`src/rtl/tpq_pkg.sv`:
```
package tpq_pkg;
  typedef enum logic [1:0] {
    OP_IDLE = 2'd0,
    OP_INS  = 2'd1,
    OP_POP  = 2'd2,
    OP_RARM = 2'd3
  } tpq_op_e;
endpackage

```
`src/rtl/tpq_extract.sv`:
```
// Removal stage: closes the gap left by the first matching cell.
module tpq_extract #(
  parameter int unsigned DEPTH  = 8,
  parameter int unsigned ID_W   = 8,
  parameter int unsigned PRIO_W = 16
) (
  input  logic                          en_i,
  input  logic                          by_id_i,
  input  logic [ID_W-1:0]               key_id_i,
  input  logic [DEPTH-1:0]              in_vld_i,
  input  logic [DEPTH-1:0]              in_grp_i,
  input  logic [DEPTH-1:0][ID_W-1:0]    in_id_i,
  input  logic [DEPTH-1:0][PRIO_W-1:0]  in_prio_i,
  output logic [DEPTH-1:0]              out_vld_o,
  output logic [DEPTH-1:0]              out_grp_o,
  output logic [DEPTH-1:0][ID_W-1:0]    out_id_o,
  output logic [DEPTH-1:0][PRIO_W-1:0]  out_prio_o,
  output logic                          hit_o
);
  logic [DEPTH-1:0] match;
  logic [DEPTH-1:0] shift;

  genvar g;
  generate
    for (g = 0; g < DEPTH; g++) begin : g_cell
      if (g == 0) begin : g_first
        assign match[g] = en_i & in_vld_i[g] & (by_id_i ? (in_id_i[g] == key_id_i) : 1'b1);
        assign shift[g] = match[g];
      end else begin : g_rest
        assign match[g] = en_i & by_id_i & in_vld_i[g] & (in_id_i[g] == key_id_i);
        assign shift[g] = shift[g-1] | match[g];
      end
      if (g < DEPTH - 1) begin : g_pull
        assign out_vld_o[g]  = shift[g] ? in_vld_i[g+1]  : in_vld_i[g];
        assign out_grp_o[g]  = shift[g] ? in_grp_i[g+1]  : in_grp_i[g];
        assign out_id_o[g]   = shift[g] ? in_id_i[g+1]   : in_id_i[g];
        assign out_prio_o[g] = shift[g] ? in_prio_i[g+1] : in_prio_i[g];
      end else begin : g_tail
        assign out_vld_o[g]  = shift[g] ? 1'b0 : in_vld_i[g];
        assign out_grp_o[g]  = shift[g] ? 1'b0 : in_grp_i[g];
        assign out_id_o[g]   = shift[g] ? '0   : in_id_i[g];
        assign out_prio_o[g] = shift[g] ? '0   : in_prio_i[g];
      end
    end
  endgenerate

  assign hit_o = |match;
endmodule

```
`src/rtl/tpq_insert.sv`:
```
// Insertion stage: every cell compares its key with the new key and either
// keeps its entry, takes its lower neighbour's entry, or takes the new one.
module tpq_insert #(
  parameter int unsigned DEPTH  = 8,
  parameter int unsigned ID_W   = 8,
  parameter int unsigned PRIO_W = 16
) (
  input  logic                          en_i,
  input  logic                          new_grp_i,
  input  logic [ID_W-1:0]               new_id_i,
  input  logic [PRIO_W-1:0]             new_prio_i,
  input  logic [DEPTH-1:0]              in_vld_i,
  input  logic [DEPTH-1:0]              in_grp_i,
  input  logic [DEPTH-1:0][ID_W-1:0]    in_id_i,
  input  logic [DEPTH-1:0][PRIO_W-1:0]  in_prio_i,
  output logic [DEPTH-1:0]              out_vld_o,
  output logic [DEPTH-1:0]              out_grp_o,
  output logic [DEPTH-1:0][ID_W-1:0]    out_id_o,
  output logic [DEPTH-1:0][PRIO_W-1:0]  out_prio_o
);
  localparam int unsigned KEY_W = PRIO_W + 1;

  logic [KEY_W-1:0] new_key;
  logic [DEPTH-1:0] after;

  assign new_key = {new_grp_i, new_prio_i};

  genvar g;
  generate
    for (g = 0; g < DEPTH; g++) begin : g_cell
      logic [KEY_W-1:0] cell_key;
      assign cell_key = {in_grp_i[g], in_prio_i[g]};
      // strictly greater keeps equal keys in arrival order
      assign after[g] = ~in_vld_i[g] | (cell_key > new_key);
      if (g == 0) begin : g_first
        logic place;
        assign place = en_i & after[g];
        assign out_vld_o[g]  = place ? 1'b1       : in_vld_i[g];
        assign out_grp_o[g]  = place ? new_grp_i  : in_grp_i[g];
        assign out_id_o[g]   = place ? new_id_i   : in_id_i[g];
        assign out_prio_o[g] = place ? new_prio_i : in_prio_i[g];
      end else begin : g_rest
        logic move;
        logic place;
        assign move  = en_i & after[g-1];
        assign place = en_i & after[g] & ~after[g-1];
        assign out_vld_o[g]  = move ? in_vld_i[g-1]  : (place ? 1'b1       : in_vld_i[g]);
        assign out_grp_o[g]  = move ? in_grp_i[g-1]  : (place ? new_grp_i  : in_grp_i[g]);
        assign out_id_o[g]   = move ? in_id_i[g-1]   : (place ? new_id_i   : in_id_i[g]);
        assign out_prio_o[g] = move ? in_prio_i[g-1] : (place ? new_prio_i : in_prio_i[g]);
      end
    end
  endgenerate
endmodule

```
`src/rtl/tpq_timer_queue.sv`:
```
module tpq_timer_queue #(
  parameter int unsigned DEPTH  = 8,
  parameter int unsigned ID_W   = 8,
  parameter int unsigned PRIO_W = 16
) (
  input  logic              clk,
  input  logic              rst_n,
  input  logic [1:0]        cmd_op_i,
  input  logic [ID_W-1:0]   cmd_id_i,
  input  logic [PRIO_W-1:0] cmd_prio_i,
  input  logic [PRIO_W-1:0] now_i,
  output logic              head_vld_o,
  output logic [ID_W-1:0]   head_id_o,
  output logic [PRIO_W-1:0] head_prio_o,
  output logic              cmd_err_o
);
  import tpq_pkg::*;

  localparam int unsigned SYNC_N = 2;

  // reset: asserted asynchronously, released on the clock
  logic [SYNC_N-1:0] rst_pipe;
  logic              rst_sn;
  always_ff @(posedge clk or negedge rst_n) begin
    if (!rst_n) rst_pipe <= '0;
    else        rst_pipe <= {rst_pipe[SYNC_N-2:0], 1'b1};
  end
  assign rst_sn = rst_pipe[SYNC_N-1];

  tpq_op_e op;
  assign op = tpq_op_e'(cmd_op_i);

  logic [DEPTH-1:0]             q_vld, q_grp;
  logic [DEPTH-1:0][ID_W-1:0]   q_id;
  logic [DEPTH-1:0][PRIO_W-1:0] q_prio;
  logic [PRIO_W-1:0]            bound_r;
  logic                         err_r;

  logic [DEPTH-1:0]             x_vld, x_grp;
  logic [DEPTH-1:0][ID_W-1:0]   x_id;
  logic [DEPTH-1:0][PRIO_W-1:0] x_prio;
  logic [DEPTH-1:0]             i_vld, i_grp;
  logic [DEPTH-1:0][ID_W-1:0]   i_id;
  logic [DEPTH-1:0][PRIO_W-1:0] i_prio;

  logic full, empty, hit, rm_en, ins_en, new_grp, advance, q_en;
  logic [DEPTH-1:0]             n_vld, n_grp;
  logic [DEPTH-1:0][ID_W-1:0]   n_id;
  logic [DEPTH-1:0][PRIO_W-1:0] n_prio;
  logic [PRIO_W-1:0]            bound_n;
  logic                         err_n;

  assign full    = q_vld[DEPTH-1];
  assign empty   = ~q_vld[0];
  assign rm_en   = ((op == OP_POP) & ~empty) | (op == OP_RARM);
  assign new_grp = cmd_prio_i < bound_r;
  assign advance = (op == OP_IDLE) & ~|(q_vld & ~q_grp);

  tpq_extract #(.DEPTH(DEPTH), .ID_W(ID_W), .PRIO_W(PRIO_W)) u_extract (
    .en_i      (rm_en),
    .by_id_i   (op == OP_RARM),
    .key_id_i  (cmd_id_i),
    .in_vld_i  (q_vld),
    .in_grp_i  (q_grp),
    .in_id_i   (q_id),
    .in_prio_i (q_prio),
    .out_vld_o (x_vld),
    .out_grp_o (x_grp),
    .out_id_o  (x_id),
    .out_prio_o(x_prio),
    .hit_o     (hit)
  );

  assign ins_en = ((op == OP_INS) & ~full) | ((op == OP_RARM) & (hit | ~full));

  tpq_insert #(.DEPTH(DEPTH), .ID_W(ID_W), .PRIO_W(PRIO_W)) u_insert (
    .en_i      (ins_en),
    .new_grp_i (new_grp),
    .new_id_i  (cmd_id_i),
    .new_prio_i(cmd_prio_i),
    .in_vld_i  (x_vld),
    .in_grp_i  (x_grp),
    .in_id_i   (x_id),
    .in_prio_i (x_prio),
    .out_vld_o (i_vld),
    .out_grp_o (i_grp),
    .out_id_o  (i_id),
    .out_prio_o(i_prio)
  );

  // next-state
  always_comb begin
    n_vld   = i_vld;
    n_grp   = advance ? '0 : i_grp;
    n_id    = i_id;
    n_prio  = i_prio;
    bound_n = advance ? now_i : bound_r;
    err_n   = ((op == OP_INS) & full) | ((op == OP_POP) & empty) |
              ((op == OP_RARM) & ~hit & full);
    q_en    = (op != OP_IDLE) | advance;
  end

  // registers
  always_ff @(posedge clk or negedge rst_sn) begin
    if (!rst_sn) begin
      q_vld   <= '0;
      q_grp   <= '0;
      q_id    <= '0;
      q_prio  <= '0;
      bound_r <= '0;
      err_r   <= 1'b0;
    end else begin
      err_r <= err_n;
      if (q_en) begin
        q_vld   <= n_vld;
        q_grp   <= n_grp;
        q_id    <= n_id;
        q_prio  <= n_prio;
        bound_r <= bound_n;
      end
    end
  end

  assign head_vld_o  = q_vld[0];
  assign head_id_o   = q_id[0];
  assign head_prio_o = q_prio[0];
  assign cmd_err_o   = err_r;


  ins_full_reject_chk: assert property (@(posedge clk) disable iff (!rst_sn)
    (op == OP_INS && q_vld[DEPTH-1]) |=> (cmd_err_o && $stable(q_vld) && $stable(q_prio) && $stable(q_id)));

  pop_empty_reject_chk: assert property (@(posedge clk) disable iff (!rst_sn)
    (op == OP_POP && !q_vld[0]) |=> (cmd_err_o && !head_vld_o));

  pop_count_chk: assert property (@(posedge clk) disable iff (!rst_sn)
    (op == OP_POP && q_vld[0]) |=> ($countones(q_vld) == $past($countones(q_vld)) - 1 && !cmd_err_o));

  ins_count_chk: assert property (@(posedge clk) disable iff (!rst_sn)
    (op == OP_INS && !q_vld[DEPTH-1]) |=> ($countones(q_vld) == $past($countones(q_vld)) + 1));

  rearm_full_count_chk: assert property (@(posedge clk) disable iff (!rst_sn)
    (op == OP_RARM && q_vld[DEPTH-1]) |=> $stable(q_vld));

  advance_clear_chk: assert property (@(posedge clk) disable iff (!rst_sn)
    (op == OP_IDLE && !(|(q_vld & ~q_grp))) |=> (q_grp == '0 && bound_r == $past(now_i)));

  bound_hold_chk: assert property (@(posedge clk) disable iff (!rst_sn)
    (op != OP_IDLE) |=> $stable(bound_r));

  genvar g;
  generate
    for (g = 0; g < DEPTH - 1; g++) begin : g_ord

      sorted_order_chk: assert property (@(posedge clk) disable iff (!rst_sn)
        q_vld[g+1] |-> (q_vld[g] && ({q_grp[g], q_prio[g]} <= {q_grp[g+1], q_prio[g+1]})));
    end
  endgenerate
endmodule

```
`config.mk`:
```
export PLATFORM = sky130hd
export DESIGN_NAME = tpq_timer_queue
export DESIGN_NICKNAME = d
export VERILOG_FILES = /design/src/rtl/tpq_pkg.sv /design/src/rtl/tpq_extract.sv /design/src/rtl/tpq_insert.sv /design/src/rtl/tpq_timer_queue.sv
export SDC_FILE = /design/constraint.sdc
export NUM_CORES = 1
export LEC_CHECK = 0
export BUFFER_PORTS_ARGS = -buffer_cell sky130_fd_sc_hd__buf_2
export CAP_MARGIN = 20
export CORE_ASPECT_RATIO = 0.8
export CORE_UTILIZATION = 64
export DETAILED_ROUTE_END_ITERATION = 6
export PLACE_DENSITY = 0.93
export SLEW_MARGIN = 5
export SYNTH_ARGS = -nofsm -noshare
export SYNTH_HDL_FRONTEND = slang
export SYNTH_HIERARCHICAL = 1
export SYNTH_SLANG_ARGS = --single-unit
```
`constraint.sdc`:
```
create_clock -name clk -period 14.23 [get_ports clk]
set_input_delay 2.1345 -clock clk [delete_from_list [all_inputs] [get_ports clk]]
set_output_delay 2.1345 -clock clk [all_outputs]
set_load 0.05 [all_outputs]
```
# Word level (Yosys, flattened, before mapping)
# Index checks and enable logic that the tools add are counted.
# totals
reg_bits	227
elab_cells	224
in_bits	44
# op_classes
n_eq_ne	11
n_reduce_logical	8
bitwise_logic	81
n_mux	94
magnitude_cmp	9
# op_table
op	count
16-bit 2-to-1 mux	23
8-bit 2-to-1 mux	24
17-bit > comparator	8
8-bit == test	8
1-bit 2-to-1 mux	47
1-bit bitwise AND	40
1-bit OR	21
1-bit NOT	18
16-bit less-than comparator	1
8-bit OR reduction	2
8-bit bitwise AND	1
8-bit NOT	1
2-bit == test (second input constant)	2
2-bit AND reduction	2
3-bit nonzero test	1
2-bit by 1-bit == test with 1-bit output (second input constant)	1
2-bit logical NOT	1
2-bit nonzero test	1
1-bit logical NOT	1

# Depth between registers and ports, before layout
# Gate-level depths: netlist of run 1.
# logic_depth
depth_word	21
mapped_depth	24
depth_no_buf	19

# By module
# Netlist of run 1, hierarchy kept.
# by_module_without_submodules
mod	seq_area_each_um2	instances	cells_each	area_each_um2
tpq_timer_queue	5680.4	1	574	9690.5
tpq_insert	0.0	1	1114	7534.7
tpq_extract	0.0	1	343	3310.7

# Least setup slack after synthesis of run 1
# OpenSTA, ideal clock, no wires.
# synth_timing
path_kind	input -> register
startpoint	input cmd_op_i[0]
endpoint	register q_id[37] (netlist bit)
required_time_ps	14103
arrival_time_ps	6507
setup_time_ps	127
setup_slack_ps	7595
path_buffers	5
path_stages	21
cell_sequence	nor2_1 -> nor2b_1 -> and2_1 -> clkbuf_1 -> nand3_1 -> o31ai_2 -> nor2_4 -> and2_1 -> buf_2 -> buf_4 -> mux2_1 -> ha_1 -> nand4_1 -> or2_2 -> o221a_2 -> buf_2 -> nor2_1 -> nor3_1 -> clkbuf_1 -> a221o_1 -> mux2_1
# synth_lines
item	line	source
from (decl)	tpq_timer_queue.sv:8	input logic [1:0] cmd_op_i,
to (signal assigned)	tpq_timer_queue.sv:117	q_id <= n_id;
to (decl)	tpq_timer_queue.sv:34	logic [DEPTH-1:0][ID_W-1:0] q_id;

==> metrics.txt, run 1 <==
Yosys cell types=72; detailed placement HPWL=approximately 42000 µm; via count=~17000; Hold Violations, Final=0; DIE AREA=0.0328 mm²; worst skew pair latency=0.55 ns; Initial Utilization=65.2%; Critical Path AT=approximately 8.4 ns; routability-driven placement congestion ratio=around 0.98; # diodes=0; total power=just over 5 mW; gr usage total=35.8%; vias per inst=around 7.2; Cell Rows=58; clk buf depth=3; Crit. End Element=register; H-tree depth=1; #FFs+latches synth=~230; Hold WS=between 0.3 and 0.4 ns; placed inst area=around 0.02 mm²; WS Path Type=primary input to register; switching share of power=around 46%; Post-CTS Setup Inserts=0; number of port buffers=slightly below 70; detailed-route wire length per cell=between 20 and 25 µm; Die W=roughly 200 µm; Final #Nets=between 2000 and 2500; first-pass GRT wire length=94500 µm; Detailed Routing Iterations Pass 1=6; Critical Path RT=between 10 and 15 ns; cts repair resizes=0; Slew @ Worst Pin=~1.1 ns; number of antenna violations at the first check in global routing=1; syn_nets=between 2000 and 2500; register area share after synthesis=27.7%; Synth Flop Type=dfrtp_1; Post-synth EDFFs=0; I/O Pins=70; Seq pwr share=between 20% and 30%; number of CTS-inserted buffers=26; remaining antenna violation count=0; number of fill cells in the layout=2275; CTS root buffer=clkbuf_16; Comb pwr share=between 60% and 70%; Power Density=between 200 and 250 mW/mm²; ys async rst share=100%; Core Area=between 0.03 and 0.04 mm²; status=finished, final reports clean; clk_skew=about 0.011 ns; Hold Path Class=register to async pin; layout overhead on the synthesized area=4.45%; setup violators final=0; fin area=0.0214 mm²; vias in the first global route=around 17000; syn avg cell area=10.1 µm²; Clk pwr share=between 10% and 20%; worst-path fanout max=28; TNS Setup=0 ns; unrepaired setup endpoints after global routing=no; # DRC=0; gr ovfl total=0; CTS Sinks=227; Psw=~2.4 mW; 1st-iter DRT viols=approximately 2300; Period minus WS final=a little under 8 ns; Die Ht=around 160 µm; Tcrit/Tclk final=between 50% and 60%; TritonCTS clock tree=done; internal power=between 2 and 3 mW; Yosys warnings=6; fraction of layout cells with a size suffix above 1=between 20 and 25%; Relative slew margins=26.3%; cell leakage power=between 10 and 15 nW; drt total wl=59100 µm; synthesized area=0.0205 mm²; Mapped Cells=between 2000 and 2500; Startpoint Class=primary input; Max Cap Violations=0; Post-CTS Hold Buffers=0; Max Fclk=approximately 0.13 GHz; largest net degree at the start of global routing=about 190; Max Slew Vio Count=0; Peak VDD IR=around 130 µV; Worst-path clk slew=about 0.060 ns
layer usage:
| layer | share of wire, % | up-vias | track usage (%) |
|---|---|---|---|
| met2 | 42 | 1136 | 53.0 |
| met1 | 43 | 8568 | 51.0 |
| li1 | - | 7581 | - |
| met4 | 2.4 | 2 | 9.47 |
| met3 | 13 | 137 | 10.1 |
| met5 | 0.022 | - | 0 |
through the flow:
stage | std cells | utilization [%] | worst slack (ns)
final | 2422 | 68.1 | 6.30
after global routing | 2422 | 68.1 | 6.07
after CTS | 2422 | 68.1 | 6.49
after floorplan | 2031 | - | 7.44
after global placement | 2375 | 65.4 | 6.15
after detailed placement | 2375 | 65.4 | 5.95
Yosys cell counts, drive strengths merged, types with 3 or more instances:
| master | count | area (µm²) |
|---|---|---|
| nor2b | 10 | 62.6 |
| a221oi | 4 | 47.6 |
| a2111oi | 6 | 90.1 |
| a221o | 129 | 1290 |
| o31ai | 4 | 35.0 |
| nand3 | 59 | 295 |
| xnor2 | 32 | 280 |
| o21ai | 61 | 305 |
| o21a | 5 | 37.5 |
| a31oi | 17 | 106 |
| a21boi | 3 | 22.5 |
| dfrtp | 227 | 5680 |
| nor2 | 68 | 263 |
| nand2b | 7 | 43.8 |
| or2 | 4 | 25.0 |
| o221ai | 25 | 219 |
| or4 | 3 | 22.5 |
| a2bb2oi | 10 | 87.6 |
| mux2 | 412 | 5130 |
| nand2 | 119 | 454 |
| xor2 | 32 | 280 |
| a21oi | 40 | 200 |
| ha | 151 | 1890 |
| and2 | 40 | 250 |
| nand4 | 31 | 194 |
| a32oi | 9 | 78.8 |
| and3 | 87 | 544 |
| nor4 | 36 | 231 |
| clkbuf | 90 | 338 |
| buf | 90 | 825 |
| and4 | 3 | 26.3 |
| a21o | 27 | 210 |
| a211oi | 4 | 30.0 |
| inv | 81 | 304 |
| nor3 | 76 | 392 |
| a22o | 7 | 61.3 |
kinds of logic (layout without fill, tap and decap cells):
| family | after synthesis | after routing | synth area share, % |
|---|---|---|---|
| and+or+nand+nor | 551 | 551 | 14.0 |
| muxes | 412 | 412 | 25.0 |
| AOI/OAI and AO/OA | 363 | 363 | 14.3 |
| buffers and inverters | 262 | 233 | 7.16 |
| DFF | 227 | 227 | 27.7 |
| adders and majority gates | 151 | 151 | 9.20 |
| xor gates and xnor gates | 64 | 64 | 2.73 |
| other | 1 | 1 | 0.0183 |
power groups by stage:
stage | Sequential (mW) | Clock, mW | Combinational, mW
5_1_grt | 1.26 | 0.722 | 3.50
3_5_place_dp | 1.22 | 0 | 3.15
4_1_cts | 1.21 | 0.692 | 3.18
3_3_place_gp | 1.20 | 0 | 3.02
2_1_floorplan | 1.12 | 0 | 2.59
6_report | 1.23 | 0.690 | 3.27
final cells by class:
class,count,area (µm²),area share (%)
Multi-Input combinational cell,1542,13500,62.7
Timing Repair Buffer,104,633,2.95
Tap cell,420,526,2.45
Clock inverter,6,80.1,0.373
Inverter,82,308,1.43
Clock buffer,41,768,3.58
Sequential cell,227,5680,26.5
worst paths after layout:
kind | start | end | slack (ns) | cells after the start
hold / removal | rst_pipe[1] | q_prio[115] | 0.31 | 0
setup / recovery | cmd_op_i[0] | q_prio[68] | 6.30 | 22
max in group asynchronous | rst_pipe[1] | head_prio_o[12] | 12.46 | 1
setup reg to reg | q_vld[0] | q_prio[68] | 7.49 | 21
hold reg to reg | rst_pipe[1] | q_prio[115] | 0.31 | 0
min in group clk | rst_pipe[0] | rst_pipe[1] | 0.35 | 0
sequential cells by signal, indices dropped and copies added (netlist names):
| name | count |
|---|---|
| head_prio_o | 16 |
| q_grp | 8 |
| bound_r | 16 |
| q_vld | 8 |
| cmd_err_o | 1 |
| q_id | 56 |
| head_id_o | 8 |
| q_prio | 112 |
| rst_pipe | 2 |
cell usage in the layout (no fill, tap or decap), drive strengths merged, types with 6 or more instances in the layout:
master,count
dfrtp,227
nand3,59
a21oi,40
nor3,76
nand4,31
a221o,129
a2111oi,6
nand2b,7
ha,151
and2,40
nor2b,10
a22o,7
mux2,412
nor2,68
clkbuf,41
a32oi,9
nor4,36
a21o,27
buf,104
xnor2,32
o221ai,25
inv,81
a2bb2oi,10
o21ai,61
xor2,32
a31oi,17
and3,87
nand2,119
worst max-delay path: stages:
cell and delay, ns:
buf_2 0.13, nor2_1 0.14, nor2b_1 0.10, and2_1 0.30, and3_1 0.25, nand3_1 0.10, o31ai_2 0.12, nor2_4 0.69
and2_1 0.32, buf_4 0.34, mux2_2 0.41, ha_1 0.33, a21oi_1 0.15, o21ai_0 0.18, a221oi_1 0.37, o221a_2 0.67
nor2_1 0.11, buf_4 0.24, nor3_2 0.63, buf_4 0.35, a221o_1 0.19, mux2_4 0.14
Note: power is estimated with default switching activity, not from simulation.
==> run 2: changes to the inputs <==
clock period = 8.2 ns   (was 14.23 ns; I/O delays follow)
==> run 2 against run 1 <==
  * Clock skew down 0.0026 ns
  * Largest power group unchanged
  * Utilization fell by 0.13 points
  * Final area down 0.19%
==> metrics.txt, run 2 (synthesis gave the netlist of run 1 again) <==
status=finished, final reports clean (unchanged); Die W=202 µm (unchanged); number of antenna violations at the first check in global routing=1 (unchanged); gr ovfl total=0 (unchanged); Worst path most repeated cell=buf_4 (unchanged); Multi-input gate area=0.0135 mm² (unchanged); clk buf depth=3 (unchanged); most frequent cells in the layout=226 x dfrtp_1, 194 x mux2_2, 151 x ha_1, 130 x mux2_4, 129 x a221o_1 (unchanged); drt total wl=61400 µm (was 59100 µm); Tcrit/Tclk final=a little over four fifths; I/O Pins=70 (unchanged); first-pass GRT wire length=97200 µm (was 94500 µm); H-tree depth=1 (unchanged); largest net degree at the start of global routing=148 (was 188); Crit. End Element=register (unchanged); CP max stage cell=and2_1 (was nor2_4); crit-path cells=buf_2, nor2_1, nor2b_1, and2_1, and3_1, nand3_1, o31ai_2, nor2_4, buf_4, and2_1, mux2_2, ha_1, nand4_1, nor4bb_1, a21oi_1, o221a_2, nor2_1, buf_4, o21ai_1, buf_4, a221o_1, mux2_2 (was buf_2, nor2_1, nor2b_1, and2_1, and3_1, nand3_1, o31ai_2, nor2_4, and2_1, buf_4, mux2_2, ha_1, a21oi_1, o21ai_0, a221oi_1, o221a_2, nor2_1, buf_4, nor3_2, buf_4, a221o_1, mux2_4); WS Path Type=primary input to register (unchanged); layout overhead on the synthesized area=4.25% (was 4.45%); Power Density=421 mW/mm² (was 242 mW/mm²); cts repair resizes=0 (unchanged); Max Cap Violations=0 (unchanged); 1st-iter DRT viols=2502 (was 2275); Layout Cells excl Fill=2428 (was 2422); total power=9.01 mW (was 5.18 mW); Max Fclk=0.144 GHz; Peak VDD IR=240 µV (was 132 µV); CTS root buffer=clkbuf_16 (unchanged); number of CTS-inserted buffers=26 (unchanged); routability-driven placement congestion ratio=0.980 (was 0.979); clk_skew=0.00878 ns (was 0.0114 ns); vias in the first global route=17500 (was 17100); via count=17600 (was 17400); CTS Sinks=227 (unchanged); remaining antenna violation count=0 (unchanged); DIE AREA=0.0328 mm² (unchanged); max reg flops=112 (unchanged); TritonCTS clock tree=done (unchanged); vias per inst=7.25 (was 7.19); worst-path fanout max=28 (unchanged); detailed placement HPWL=44200 µm (was 42200 µm); worst hold stages=0; cell leakage power=10.3 nW (about the same); TNS Setup=0 ns (unchanged); Core Area=0.0315 mm² (unchanged); Final #Nets=2185 (was 2178); reg2reg path depth=21 (unchanged); setup violators final=0 (unchanged); detailed-route wire length per cell=25.3 µm (was 24.4 µm); register area=0.00568 mm² (unchanged); Critical Path RT=8.65 ns (was 14.73 ns); Die Ht=162 µm (unchanged); Relative slew margins=22.3% (was 26.3%); Period minus WS final=~6.9 ns; commonest non-fill, non-tap cell in the layout=dfrtp_1 (unchanged); Detailed Routing Iterations Pass 1=7 (was 6); Worst-path clk slew=0.06 ns (about the same); number of port buffers=69 (unchanged); fraction of layout cells with a size suffix above 1=24.5% (about the same); Max Slew Vio Count=0 (unchanged); Hold Violations, Final=0 (unchanged); biggest regs=q_prio (112), q_id (56) (unchanged); Critical Path AT=7.39 ns (was 8.43 ns); max incr delay on CP=0.75 ns (was 0.69 ns); Startpoint Class=primary input (unchanged); Cell Rows=58 (unchanged); Post-CTS Hold Buffers=0 (unchanged); Slew @ Worst Pin=1.17 ns (was 1.11 ns); unrepaired setup endpoints after global routing=no (unchanged); Hold Path Class=register to register (was register to async pin); Initial Utilization=65.2% (unchanged); number of fill cells in the layout=2316 (was 2275); Post-CTS Setup Inserts=0 (unchanged); Placed Cells=2381 (was 2375); worst skew pair latency=0.57 ns (was 0.55 ns); gr usage total=37.0% (was 35.8%); # DRC=0 (unchanged); Most flops, register=q_prio (unchanged)
run 2: final timing paths:
kind | start | endpoint | slack [ns]
min in group asynchronous | rst_pipe[1] | q_prio[112] | 0.44
max | cmd_op_i[0] | q_prio[79] | 1.26
min | rst_pipe[0] | rst_pipe[1] | 0.36
max reg2reg | q_vld[0] | q_prio[79] | 1.55
min reg2reg | rst_pipe[0] | rst_pipe[1] | 0.36
max in group asynchronous | rst_pipe[1] | head_prio_o[7] | 5.79
run 2: per-stage QoR:
stage	setup slack, ns	utilization (%)	hold WS (ns)	area (µm²)
floorplan	1.41	-	0.331	20500
global placement	0.901	65.5	0.341	20600
detailed placement	0.775	65.5	0.337	20600
CTS	1.36	67.9	0.362	21400
global route	0.979	68.0	0.363	21400
finish	1.26	68.0	0.360	21400
run 2: critical path, delay by kind of cell:
family | cells | cell delay (ns)
compound gates | 5 | 1.09
fa+ha+maj | 1 | 0.33
buf+inv | 4 | 1.05
mux | 2 | 0.72
simple gates | 10 | 2.94
run 2: where the power goes:
part	internal, mW	leakage, nW	switching (mW)
clock network	0.610	0.370	0.501
registers	1.62	2.87	0.514
logic	2.60	7.02	3.16
run 2: cell type report:
| class | count | area share (%) |
|---|---|---|
| Antenna cell | 2 | 0.0234 |
| Clock inverter | 4 | 0.0935 |
| Tap cell | 420 | 2.45 |
| Sequential cell | 227 | 26.6 |
| Inverter | 82 | 1.44 |
| Multi-Input combinational cell | 1542 | 62.8 |
| Clock buffer | 40 | 3.43 |
| Timing Repair Buffer | 111 | 3.18 |
run 2: metal layers:
metal / up-vias / global-route usage [%] / wire [µm]
met5: - / 0.893 / 31
met4: 2 / 11.9 / 1860
met3: 208 / 10.1 / 8120
met2: 1259 / 54.0 / 25700
met1: 8545 / 52.8 / 25600
li1: 7588 / - / -
